### src/rtl/fzd_pkg.sv
package fzd_pkg;
  localparam int DEG_W   = 8;
  localparam int SETS    = 3;
  localparam int RULES   = SETS * SETS;
  localparam int SUM_W   = DEG_W + 4;

  typedef struct packed {
    logic tblWrite;   // update the history row of the presented path
    logic stageLoad;  // capture average and depth for grading
    logic outLoad;    // register the decision
  } fzd_strobe_t;
endpackage

### src/rtl/fzd_member.sv
module fzd_member #(
  parameter int W  = 16,
  parameter int SH = 4
) (
  input  logic [W-1:0]                      x,
  input  logic [W-1:0]                      edgeLo,
  input  logic [W-1:0]                      edgeHi,
  output logic [fzd_pkg::SETS-1:0][fzd_pkg::DEG_W-1:0] deg
);
  import fzd_pkg::*;

  function automatic logic [DEG_W-1:0] ramp(input logic [W-1:0] v, input logic [W-1:0] s);
    logic [W+DEG_W-1:0] sc;
    if (v < s) return '0;
    sc = {v - s, {DEG_W{1'b0}}} >> SH;
    return (|sc[W+DEG_W-1:DEG_W]) ? {DEG_W{1'b1}} : sc[DEG_W-1:0];
  endfunction

  logic [DEG_W-1:0] upLo, upHi, downHi;

  always_comb begin
    upLo   = ramp(x, edgeLo);
    upHi   = ramp(x, edgeHi);
    downHi = {DEG_W{1'b1}} - upHi;
    deg[0] = {DEG_W{1'b1}} - upLo;
    deg[1] = (upLo < downHi) ? upLo : downHi;
    deg[2] = upHi;
  end
endmodule

### src/rtl/fzd_ctrl.sv
module fzd_ctrl (
  input  logic                clk,
  input  logic                rstN,
  input  logic                visitValid,
  output fzd_pkg::fzd_strobe_t strobe,
  output logic                decValid
);
  logic stageValid;

  always_ff @(posedge clk) begin
    if (!rstN) begin
      stageValid <= 1'b0;
      decValid   <= 1'b0;
    end else begin
      stageValid <= visitValid;
      decValid   <= stageValid;
    end
  end

  always_comb begin
    strobe.tblWrite  = visitValid;
    strobe.stageLoad = visitValid;
    strobe.outLoad   = stageValid;
  end
endmodule

### src/rtl/fzd_datapath.sv
module fzd_datapath #(
  parameter int PATHS      = 16,
  parameter int CNT_W      = 16,
  parameter int DEPTH_W    = 8,
  parameter int WEIGHT_K   = 4,
  parameter int IV_RAMP_SH = 4,
  parameter int DP_RAMP_SH = 2,
  localparam int PATH_W    = $clog2(PATHS)
) (
  input  logic                 clk,
  input  logic                 rstN,
  input  fzd_pkg::fzd_strobe_t strobe,
  input  logic                 stepEn,
  input  logic [PATH_W-1:0]    pathIdx,
  input  logic [DEPTH_W-1:0]   depthIn,
  input  logic [CNT_W-1:0]     ivEdgeLo,
  input  logic [CNT_W-1:0]     ivEdgeHi,
  input  logic [DEPTH_W-1:0]   dpEdgeLo,
  input  logic [DEPTH_W-1:0]   dpEdgeHi,
  input  logic [fzd_pkg::RULES-1:0] ruleTbl,
  output logic                 decYes
);
  import fzd_pkg::*;

  localparam int MIX_W = CNT_W + 4;
  localparam logic [MIX_W-1:0] KOLD = MIX_W'(WEIGHT_K);
  localparam logic [MIX_W-1:0] KNEW = MIX_W'(8 - WEIGHT_K);

  logic [CNT_W-1:0]   visitCnt;
  logic [CNT_W-1:0]   lastTbl [PATHS];
  logic [CNT_W-1:0]   avgTbl  [PATHS];
  logic [CNT_W-1:0]   gap, newAvg, avgQ;
  logic [MIX_W-1:0]   mix;
  logic [DEPTH_W-1:0] depthQ;

  // history update
  always_comb begin
    gap    = visitCnt - lastTbl[pathIdx];
    mix    = {4'b0, avgTbl[pathIdx]} * KOLD + {4'b0, gap} * KNEW;
    newAvg = CNT_W'(mix >> 3);
  end

  always_ff @(posedge clk) begin
    if (!rstN) begin
      visitCnt <= '0;
      avgQ     <= '0;
      depthQ   <= '0;
      for (int p = 0; p < PATHS; p++) begin
        lastTbl[p] <= '0;
        avgTbl[p]  <= '0;
      end
    end else begin
      if (stepEn) visitCnt <= visitCnt + 1'b1;
      if (strobe.tblWrite) begin
        lastTbl[pathIdx] <= visitCnt;
        avgTbl[pathIdx]  <= newAvg;
      end
      if (strobe.stageLoad) begin
        avgQ   <= newAvg;
        depthQ <= depthIn;
      end
    end
  end

  // grading
  logic [SETS-1:0][DEG_W-1:0] ivDeg, dpDeg;

  fzd_member #(.W(CNT_W), .SH(IV_RAMP_SH)) u_ivMember (
    .x(avgQ), .edgeLo(ivEdgeLo), .edgeHi(ivEdgeHi), .deg(ivDeg));

  fzd_member #(.W(DEPTH_W), .SH(DP_RAMP_SH)) u_dpMember (
    .x(depthQ), .edgeLo(dpEdgeLo), .edgeHi(dpEdgeHi), .deg(dpDeg));

  // rule firing
  logic [RULES-1:0][DEG_W-1:0] strength;

  for (genvar i = 0; i < SETS; i++) begin : g_iv
    for (genvar j = 0; j < SETS; j++) begin : g_dp
      assign strength[i*SETS+j] = (ivDeg[i] < dpDeg[j]) ? ivDeg[i] : dpDeg[j];
    end
  end

  logic [SUM_W-1:0] yesSum, noSum;

  always_comb begin
    yesSum = '0;
    noSum  = '0;
    for (int r = 0; r < RULES; r++) begin
      if (ruleTbl[r]) yesSum = yesSum + SUM_W'(strength[r]);
      else            noSum  = noSum  + SUM_W'(strength[r]);
    end
  end

  always_ff @(posedge clk) begin
    if (!rstN)              decYes <= 1'b0;
    else if (strobe.outLoad) decYes <= (yesSum > noSum);
    else                    decYes <= 1'b0;
  end
endmodule

### src/rtl/fuzzy_update_decider.sv
module fuzzy_update_decider #(
  parameter int PATHS      = 16,
  parameter int CNT_W      = 16,
  parameter int DEPTH_W    = 8,
  parameter int WEIGHT_K   = 4,
  parameter int IV_RAMP_SH = 4,
  parameter int DP_RAMP_SH = 2,
  localparam int PATH_W    = $clog2(PATHS)
) (
  input  logic               clk,
  input  logic               rstN,
  input  logic               stepEn,
  input  logic               visitValid,
  input  logic [PATH_W-1:0]  pathIdx,
  input  logic [DEPTH_W-1:0] depthIn,
  input  logic [CNT_W-1:0]   ivEdgeLo,
  input  logic [CNT_W-1:0]   ivEdgeHi,
  input  logic [DEPTH_W-1:0] dpEdgeLo,
  input  logic [DEPTH_W-1:0] dpEdgeHi,
  input  logic [8:0]         ruleTbl,
  output logic               decValid,
  output logic               decYes
);
  fzd_pkg::fzd_strobe_t strobe;

  fzd_ctrl u_ctrl (
    .clk(clk), .rstN(rstN), .visitValid(visitValid),
    .strobe(strobe), .decValid(decValid));

  fzd_datapath #(
    .PATHS(PATHS), .CNT_W(CNT_W), .DEPTH_W(DEPTH_W), .WEIGHT_K(WEIGHT_K),
    .IV_RAMP_SH(IV_RAMP_SH), .DP_RAMP_SH(DP_RAMP_SH)
  ) u_dp (
    .clk(clk), .rstN(rstN), .strobe(strobe), .stepEn(stepEn),
    .pathIdx(pathIdx), .depthIn(depthIn),
    .ivEdgeLo(ivEdgeLo), .ivEdgeHi(ivEdgeHi),
    .dpEdgeLo(dpEdgeLo), .dpEdgeHi(dpEdgeHi),
    .ruleTbl(ruleTbl), .decYes(decYes));
endmodule

### config.mk
export PLATFORM = sky130hd
export DESIGN_NAME = fuzzy_update_decider
export DESIGN_NICKNAME = d
export VERILOG_FILES = /design/src/rtl/fzd_pkg.sv /design/src/rtl/fzd_member.sv /design/src/rtl/fzd_ctrl.sv /design/src/rtl/fzd_datapath.sv /design/src/rtl/fuzzy_update_decider.sv
export SDC_FILE = /design/constraint.sdc
export NUM_CORES = 1
export LEC_CHECK = 0
export ABC_CLOCK_PERIOD_IN_PS = 33500
export BUFFER_PORTS_ARGS = -buffer_cell sky130_fd_sc_hd__buf_2
export CAP_MARGIN = 5
export CORE_UTILIZATION = 60
export CTS_BUF_LIST = sky130_fd_sc_hd__clkbuf_8
export DETAILED_ROUTE_END_ITERATION = 10
export PLACE_DENSITY = 0.77
export SLEW_MARGIN = 20
export SYNTH_ARGS = -nofsm -noshare
export SYNTH_HDL_FRONTEND = slang
export SYNTH_SLANG_ARGS = --single-unit
### constraint.sdc
create_clock -name clk -period 33.5 [get_ports clk]
set_clock_uncertainty 0.05 [all_clocks]
set_input_delay 1.675 -clock clk [delete_from_list [all_inputs] [get_ports clk]]
set_output_delay 1.675 -clock clk [all_outputs]
set_load 0.01 [all_outputs]
Word level (Yosys, flattened, before mapping)
Memory sizes are Yosys's and may differ from the RTL's.
Index checks and enable logic that the tools add are counted.
{ "word_totals": {"register_bits": 43, "ramBits": 512, "output_inout_bits": 2, "wordCells": 113, "mem_count": 2} }
{ "memory_table": {"columns": ["name", "depth", "word_bits", "rd", "rd_ports_with_merged_regs", "wr", "line", "source"], "rows": [
  ["u_dp.avgTbl", 16, 16, 1, 0, 16, "fzd_datapath.sv:31", "logic [CNT_W-1:0] avgTbl [PATHS];"],
  ["u_dp.lastTbl", 16, 16, 1, 0, 16, "fzd_datapath.sv:30", "logic [CNT_W-1:0] lastTbl [PATHS];"]
]} }
{ "classes": {"add_sub_neg": 27, "order_cmp": 16, "mux": 55, "reduce_logical": 7} }
{ "op_table": {"columns": ["cell", "count"], "rows": [
  ["$mux 8", 25],
  ["$mux 12", 16],
  ["$add 12x8->12", 14],
  ["$lt 8x8->1", 13],
  ["$sub 16x16->16", 3],
  ["$lt 16x16->1", 2],
  ["$mux 16", 2],
  ["$reduce_or 16->1", 2],
  ["$sub 8x8->8 const A", 4],
  ["$reduce_or 12->1", 2],
  ["$add 18x18->19", 1],
  ["$add 8x8->9", 2],
  ["$add 16x1->16 const B", 1],
  ["$sub 8x8->8", 2],
  ["$gt 12x12->1", 1],
  ["$reduce_or 6->1", 2],
  ["$mux 1", 10],
  ["$mux 4", 2],
  ["$reduce_and 2->1", 1]
]} }

Depth between registers and ports, before layout
Gate-level depths: netlist of the first run.
{ "depth": {"ltp_word": 26, "ltp_mapped": 81} }

Modules after synthesis
From an unflattened synthesis of the first run, not the netlist that was laid out.
{ "unflattened": {"hier_cells": 3667, "hier_area_um2": 38916.1} }
{ "by_module_without_submodules": {"columns": ["module", "instances", "cells_per_inst", "area_each_um2", "seq_area_each_um2"], "rows": [
  ["fzd_datapath", 1, 3162, 35357.7, 16195.5],
  ["fzd_member at u_dp.u_ivMember", 1, 345, 2389.8, 0.0],
  ["fzd_member at u_dp.u_dpMember", 1, 153, 1093.5, 0.0],
  ["fzd_ctrl", 1, 7, 75.1, 40.0]
]} }

Worst setup path after synthesis of the first run
OpenSTA, ideal clock, no wires.
{ "synth_timing": {"path_kind": "input port to flip-flop", "start": "input dpEdgeHi[2]", "end": "register u_dp.decYes", "arrival_time_ns": 15.330, "t_required_ns": 33.322, "slack_ns": 17.992, "stages": 75, "path_buffers": 3, "path_cell_list": "inv_1 ha_1 nor2b_1 o21ai_0 nand2b_1 a211oi_1 o21bai_1 a21oi_1 a31o_2 clkbuf_1 inv_1 nor2_1 inv_1 ha_1 o21ai_0 nand2b_1 a21oi_1 nand2_1 [... 39 more ...] nand2_1 o21ai_0 a21oi_1 ha_1 xnor2_1 mux2_2 ha_1 a21oi_1 o21ai_0 and3_1 a211oi_1 mux2i_1 o2bb2ai_1 ha_1 nand4_1 nor3_1 a2111oi_0 nor2_1"} }
{ "synth_via": {"elab_chain_cells": 26, "elab_cells_between_ends": 54} }
{ "synth_lines": {"columns": ["element", "line", "source"], "rows": [
  ["start: declaration", "fuzzy_update_decider.sv:19", "input logic [DEPTH_W-1:0] dpEdgeHi,"],
  ["$sub 8x8->8", "fzd_member.sv:15", "sc = {v - s, {DEG_W{1'b0}}} >> SH;"],
  ["$reduce_or 6->1", "fzd_member.sv:16", "return (|sc[W+DEG_W-1:DEG_W]) ? {DEG_W{1'b1}} : sc[DEG_W-1:0];"],
  ["$mux 8", "fzd_member.sv:16", null],
  ["$mux 8 *", "fzd_member.sv:15", null],
  ["$sub 8x8->8", "fzd_member.sv:24", "downHi = {DEG_W{1'b1}} - upHi;"],
  ["$lt 8x8->1", "fzd_member.sv:26", "deg[1] = (upLo < downHi) ? upLo : downHi;"],
  ["$mux 8", "fzd_member.sv:26", null],
  ["$lt 8x8->1", "fzd_datapath.sv:79", "assign strength[i*SETS+j] = (ivDeg[i] < dpDeg[j]) ? ivDeg[i] : dpDeg[j];"],
  ["[... 10 more ...]", null, null],
  ["$mux 12", "fzd_datapath.sv:89", "if (ruleTbl[r]) yesSum = yesSum + SUM_W'(strength[r]);"],
  ["$add 12x8->12, on equally long branches", "fzd_datapath.sv:89, fzd_datapath.sv:90", null],
  ["$mux 12", "fzd_datapath.sv:89", null],
  ["$add 12x8->12, on equally long branches", "fzd_datapath.sv:89, fzd_datapath.sv:90", null],
  ["$mux 12", "fzd_datapath.sv:89", null],
  ["$add 12x8->12, on equally long branches", "fzd_datapath.sv:89, fzd_datapath.sv:90", null],
  ["$mux 12", "fzd_datapath.sv:89", null],
  ["$gt 12x12->1 *", "fzd_datapath.sv:96", "else if (strobe.outLoad) decYes <= (yesSum > noSum);"],
  ["end signal: assignment", "fzd_datapath.sv:96", null],
  ["end: declaration", "fzd_datapath.sv:21", "output logic decYes"]
]} }
Every way passes the cells marked *; elsewhere a longest branch is shown, timed or not.
A chain may end at the register's enable or synchronous reset.

Worst setup path in the final report of the first run
{ "layout_timing": {"start": "input dpEdgeHi[0]", "end": "register u_dp.decYes"} }
Same word-level chain as after synthesis.

==> results of run 1 <==
## power by group
| part | leakage [uW] | internal (uW) | switching [uW] |
|---|---|---|---|
| Clock | 0.000964 | 254 | 267 |
| Sequential | 0.00552 | 792 | 16.6 |
| Combinational | 0.0105 | 836 | 1200 |
## how the worst min path moves through the flow
| stage | cells after the start | to | startpoint | slack, ns |
|---|---|---|---|---|
| 2_1_floorplan | 1 | u_ctrl.decValid | u_ctrl.stageValid | 0.38 |
| 3_3_place_gp | 2 | u_dp.avgQ[0] | u_dp.avgQ[0] | 0.45 |
| 3_5_place_dp | 2 | u_dp.depthQ[0] | u_dp.depthQ[0] | 0.47 |
| 4_1_cts | 2 | u_dp.depthQ[0] | u_dp.depthQ[0] | 0.49 |
| 5_1_grt | 1 | u_dp.avgQ[4] | u_dp.avgQ[4] | 0.54 |
| 6_report | 2 | u_dp.depthQ[0] | u_dp.depthQ[0] | 0.49 |
## final cells by class
cell class | count | area (um^2) | share of cell area
multi-input combinational | 2454 | 19600 | 0.490
sequential | 555 | 16200 | 0.407
clock buffer | 91 | 1250 | 0.0314
tap | 782 | 978 | 0.0245
timing repair buffer | 140 | 881 | 0.0221
inverter | 177 | 666 | 0.0167
clock inverter | 64 | 298 | 0.00747
antenna | 4 | 10.0 | 0.000251
## routing by layer
| metal | GRT usage | share of wire |
|---|---|---|
| met1 | 0.453 | 0.40 |
| met2 | 0.538 | 0.47 |
| met3 | 0.0565 | 0.10 |
| met4 | 0.121 | 0.032 |
| met5 | 0 | 0 |
## state kept, by name (all words and copies together) (netlist names)
name               flops
u_dp.visitCnt         16
u_dp.lastTbl         256
u_dp.avgTbl          256
u_dp.depthQ            8
u_ctrl.decValid        1
u_dp.decYes            1
u_ctrl.stageValid      1
u_dp.avgQ             16
## synth_stat cells, drive strengths merged (13+ instances only)
master  instances  area share
xnor2          82       0.019
fa             26       0.014
and2           96       0.016
a211o          13      0.0031
nor2          413       0.042
mux4          159       0.097
nand4          16      0.0027
a21oi         171       0.023
clkbuf        170       0.017
a21o           81       0.016
mux2i          79       0.021
or3            14      0.0025
o22ai          19      0.0032
ha            257       0.087
inv           174       0.018
a211oi         24      0.0049
dfxtp          43       0.023
or2            16      0.0027
nand2b         25      0.0042
o21ai         137       0.019
o31ai          23      0.0047
nand2         158       0.016
a31oi          17      0.0029
a21boi         15      0.0030
and3          206       0.035
edfxtp        512        0.41
o21bai         30      0.0061
o21a           41      0.0083
xor2           62       0.015
nand3          28      0.0038
nor3           38      0.0051
nor2b          52      0.0090
buf            24      0.0025
mux2           26      0.0079
o31a           13      0.0031
## worst min-delay path: cells and delay by family, from the launching register on
| kind | cells | cell delay, ns |
|---|---|---|
| DFF | 1 | 0.34 |
| muxes | 1 | 0.07 |
| and+or+nand+nor | 1 | 0.09 |
## cells by family (layout without fill, tap and decap cells)
| kind of cell | Yosys count | in the layout | share of synthesized area |
|---|---|---|---|
| AO/OA/AOI/OAI | 677 | 677 | 0.120 |
| AND/OR/NAND/NOR | 1084 | 1084 | 0.143 |
| multiplexers | 264 | 264 | 0.126 |
| adder cells (fa/ha/maj) | 285 | 285 | 0.101 |
| XOR/XNOR | 144 | 144 | 0.0340 |
| other | 0 | 4 | 0 |
| flip-flops | 555 | 555 | 0.438 |
| buffers and inverters | 371 | 472 | 0.0377 |
## per-stage QoR
stage               hold WS (ns)   util
floorplan                  0.384      -
global placement           0.453  0.631
detailed placement         0.470  0.631
CTS                        0.488  0.657
global route               0.538  0.657
finish                     0.491  0.657
==> impl_metrics.csv, run 1 <==
group,metric,value,unit
die,die_width,251,um
synth,synth_area,37100,um^2
placed_design,place.gp.congestion,0.978,
worst_setup_path,critPathMaxStageDelay,0.58,ns
synth,avgSynthCellArea,11.0,um^2
timing,max_freq,0.0583,GHz
cts,root_buffer,"clkbuf_8",
routing,wl_per_cell,24.6,um
routing,ant_nets,0,
die,die_h,251,um
worst_setup_path,crit_fanout,17,
synth,ys.flop_type,"edfxtp_1",
cts,postCtsResizedCells,0,
worst_setup_path,rr_startpoint,"u_dp.depthQ[0]",
routing,firstDrtPassIters,6,
timing,maxSlewViolCount,0,
cts,cts_tree,"yes",
worst_setup_path,critPathBufInv,4,
layout,layout_commonest_cell,"edfxtp_1",
worst_setup_path,reg2reg_slack,17.01,ns
synth,ys_seq_area_frac,0.438,
routing,drt_iter0_drc,3560,
cts,clk_latency,0.70,ns
worst_setup_path,cp.arrival,17.66,ns
pwr,totalPowerFinal,3360,uW
layout,layout-drive-gt1-share,0.143,
routing,drc,0,
flow_run,drv_cap,0,
grt,gr-total-overflow,0,
placed_design,placed_cell_area,38300,um^2
die,row_count,90,
layout,fill_cells,4501,
worst_setup_path,cp_slowest_cell,"mux2i_1",
layout,final_nets,3770,
die,start_util,0.611,
worst_setup_path,startpoint,"dpEdgeHi[0]",
timing,timing_hold_violations_final,0,
timing,fin_crit_sh,0.512,
worst_setup_path,setup.worst_path.class,"primary input to flip-flop",
layout,final_cells,4267,
worst_setup_path,r2r-end,"u_dp.decYes",
synth,synth_edf_count,512,
cts,cts-htree-levels,3,
layout,most-common-layout-cells,"512 x edfxtp_1, 411 x nor2_1, 257 x ha_1",
timing,final.setup.tns,0,ns
timing,worstMarginPinSlew,1.16,ns
grt,grt_max_degree,83,
cts,cts.sinks,555,
routing,wl,105000,um
layout,areaGrowthSynthToFinish,7.54,%
timing,rsz0062_at_grt,"false",
worst_hold_path,min_path_type,"flip-flop to flip-flop",
placed_design,io_buffer_count,74,
status,outcome,"finished, final reports clean",
worst_setup_path,cp-start-kind,"primary input",
routing,vias,28200,
synth,ys_async_sr_fraction,0,
worst_setup_path,end_kind,"flip-flop",
placed_design,placedCellCount,4108,
timing,period_minus_slack,17.16,ns
synth,synth_cell_types,84,
grt,track_usage,0.333,
layout,stdcell_area,39900,um^2
synth,synth-seq-cells,555,
grt,grt_pass1_wl,159000,um
timing,worst_slack,16.34,ns
cts,hold_buffers,0,
grt,antenna_found_initial,5,
worst_setup_path,crit_path_end,"u_dp.decYes",
worst_setup_path,critPathRequiredTime,33.99,ns
cts,cts_setup_buffers,0,
placed_design,place_ws,15.93,ns
placed_design,dpl.hpwl,70100,um
cts,clock_path_buffers,3,
grt,grt_pass1_vias,27900,
die,die-area,62800,um^2
pwr,max-vdd-ir-drop,0.000106,V
die,ioPinCount,75,
routing,via_per_inst,6.62,
pwr,power_leakage,0.0170,uW
worst_setup_path,crit_family,"compound AO/OA/AOI/OAI gates",
timing,finalSetupViolations,0,
cts,cts_buffers,86,
pwr,p_per_area,84.4,nW/um^2
worst_setup_path,cp_common_cell,"ha_1",
worst_setup_path,rr_worst_depth,72,
timing,relSlewSlack,0.222,
worst_setup_path,path_depth,72,
synth,syn_inst,3380,
synth,yosys_warnings,0,
synth,synth_nets,3736,
die,core,60700,um^2
cts,clk_pin_slew_worst_paths,0.07,ns
Power figures use the tool's default switching activity.
==> run 2: changes to the inputs <==
- ABC_CLOCK_PERIOD_IN_PS: 33500 -> 14200
- PLACE_DENSITY: 0.77 -> 0.8
- clock period: 33.5 -> 14.2 ns (I/O delays scaled with it)
==> impl_metrics.csv, run 2 (synthesized netlist as in run 1, its figures left out) <==
group,metric,value,unit
die,die_width,251,um
worst_setup_path,crit_fanout,7,
worst_setup_path,cp.arrival,14.23,ns
cts,clk_pin_slew_worst_paths,0.07,ns
cts,clock_path_buffers,3,
timing,worst_slack,0.458,ns
worst_hold_path,min_to,"u_dp.depthQ[4]",
placed_design,place_ws,-1.15,ns
routing,via_per_inst,6.56,
die,core,60700,um^2
layout,fill_cells,4148,
die,row_count,90,
cts,cts.sinks,555,
timing,timing_hold_violations_final,0,
worst_hold_path,worstHoldPathCells,3,
routing,firstDrtPassIters,8,
timing,final.setup.tns,0,ns
grt,track_usage,0.345,
worst_setup_path,cp_common_cell,"ha_1",
worst_setup_path,rr_worst_depth,69,
worst_setup_path,critPathMaxStageDelay,0.42,ns
layout,layout_commonest_cell,"edfxtp_1",
layout,final_cells,4553,
layout,largest_registers,"u_dp.avgTbl: 256 flops, u_dp.lastTbl: 256 flops",
die,ioPinCount,75,
placed_design,io_buffer_count,74,
placed_design,placed_cell_area,40400,um^2
routing,wl_per_cell,24.1,um
die,die_h,251,um
placed_design,place.gp.congestion,1.00,
worst_setup_path,reg2reg_slack,0.46,ns
die,start_util,0.611,
layout,areaGrowthSynthToFinish,16.0,%
placed_design,placedCellCount,4384,
worst_setup_path,r2r-end,"u_dp.decYes",
timing,finalSetupViolations,0,
cts,clk_latency,0.66,ns
grt,antenna_found_initial,6,
worst_setup_path,rr_startpoint,"u_dp.avgQ[0]",
timing,relSlewSlack,0.208,
pwr,totalPowerFinal,9490,uW
timing,maxSlewViolCount,0,
routing,drc,0,
grt,grt_pass1_vias,30200,
worst_setup_path,cp-start-kind,"flip-flop",
worst_setup_path,end_kind,"flip-flop",
die,die-area,62800,um^2
worst_setup_path,cp_slowest_cell,"fa_2",
routing,ant_nets,0,
timing,period_minus_slack,13.74,ns
status,outcome,"finished, final reports clean",
layout,multi_input_area,20500,um^2
grt,grt_pass1_wl,166000,um
layout,stdcell_area,43000,um^2
worst_hold_path,worstHoldStart,"depthIn[4]",
timing,fin_crit_sh,0.968,
layout,final_nets,4062,
routing,drt_iter0_drc,3359,
cts,cts-htree-levels,3,
pwr,power_leakage,0.0185,uW
grt,grt_max_degree,82,
grt,gr-total-overflow,0,
layout,layout-drive-gt1-share,0.257,
cts,cts_buffers,78,
cts,cts_tree,"yes",
routing,wl,110000,um
flow_run,drv_cap,0,
layout,most-common-layout-cells,"512 x edfxtp_1, 401 x nor2_1, 364 x buf_4",
pwr,max-vdd-ir-drop,0.000163,V
pwr,p_per_area,221,nW/um^2
timing,worstMarginPinSlew,1.18,ns
worst_setup_path,critPathRequiredTime,14.69,ns
cts,root_buffer,"clkbuf_8",
worst_setup_path,setup.worst_path.class,"flip-flop to flip-flop",
worst_hold_path,min_path_type,"primary input to flip-flop",
placed_design,dpl.hpwl,73100,um
timing,max_freq,0.0728,GHz
cts,hold_buffers,0,
layout,seq_area,16200,um^2
routing,vias,29900,
==> run 2: cell types whose count changed in the layout (fill, tap and decap cells not counted), sizes merged <==
cell      previous run  this run
buf                139       440
bufinv               0         1
clkbuf              92        84
clkinv              14        25
clkinvlp             0         1
diode                4         3
inv                227       208
==> run 2: per-stage QoR <==
step / util / hold slack, ns
final: 0.709 / 0.270
after global routing: 0.709 / 0.294
after CTS: 0.691 / 0.254
after detailed placement: 0.666 / 0.474
after global placement: 0.665 / 0.449
after floorplan: - / 0.384
==> run 2: worst max path at each step <==
stage,from,end,cells after the start
2_1_floorplan,dpEdgeLo[2],u_dp.decYes,72
3_3_place_gp,ivEdgeHi[0],u_dp.decYes,73
3_5_place_dp,ivEdgeHi[0],u_dp.decYes,73
4_1_cts,u_dp.avgQ[0],u_dp.decYes,75
5_1_grt,u_dp.depthQ[0],u_dp.decYes,74
6_report,u_dp.avgQ[0],u_dp.decYes,69
==> run 2: area by class of cell <==
| type | count | area share |
|---|---|---|
| clock inverter | 58 | 0.00628 |
| inverter | 177 | 0.0155 |
| sequential | 555 | 0.378 |
| antenna | 3 | 0.000175 |
| timing repair buffer | 440 | 0.0734 |
| tap | 782 | 0.0227 |
| clock buffer | 84 | 0.0269 |
| multi-input combinational | 2454 | 0.477 |
==> run 2: critical path: cells and delay by family (launching register included) <==
kind                     cells  cell delay (ns)
AND/OR/NAND/NOR             12             1.91
multiplexers                 2             0.45
buffers and inverters        9             1.10
adder cells (fa/ha/maj)     12             3.64
flip-flops                   1             0.35
AO/OA/AOI/OAI               32             5.80
XOR/XNOR                     2             0.29
==> run 2: metal layers <==
| metal | vias up | track usage | share of wire | routed length [um] |
|---|---|---|---|---|
| met4 | 6 | 0.188 | 0.056 | 6160 |
| li1 | 13200 | - | - | - |
| met5 | - | 0 | 0.00035 | 38 |
| met2 | 1746 | 0.576 | 0.48 | 52800 |
| met3 | 450 | 0.0562 | 0.094 | 10400 |
| met1 | 14500 | 0.430 | 0.37 | 40600 |
==> run 2: power by group <==
| group | switching [uW] | internal [uW] | leakage, uW |
|---|---|---|---|
| sequential | 46.9 | 1870 | 0.00552 |
| clock | 599 | 566 | 0.000856 |
| combinational | 3300 | 3110 | 0.0121 |
| total | 3950 | 5540 | 0.0185 |
==> run 2: repair_timing <==
action,4_1_cts,5_1_grt
resized for setup,22,201
endpoints found under the setup margin,1,1
pin swaps,7,72
buffers inserted,3,20
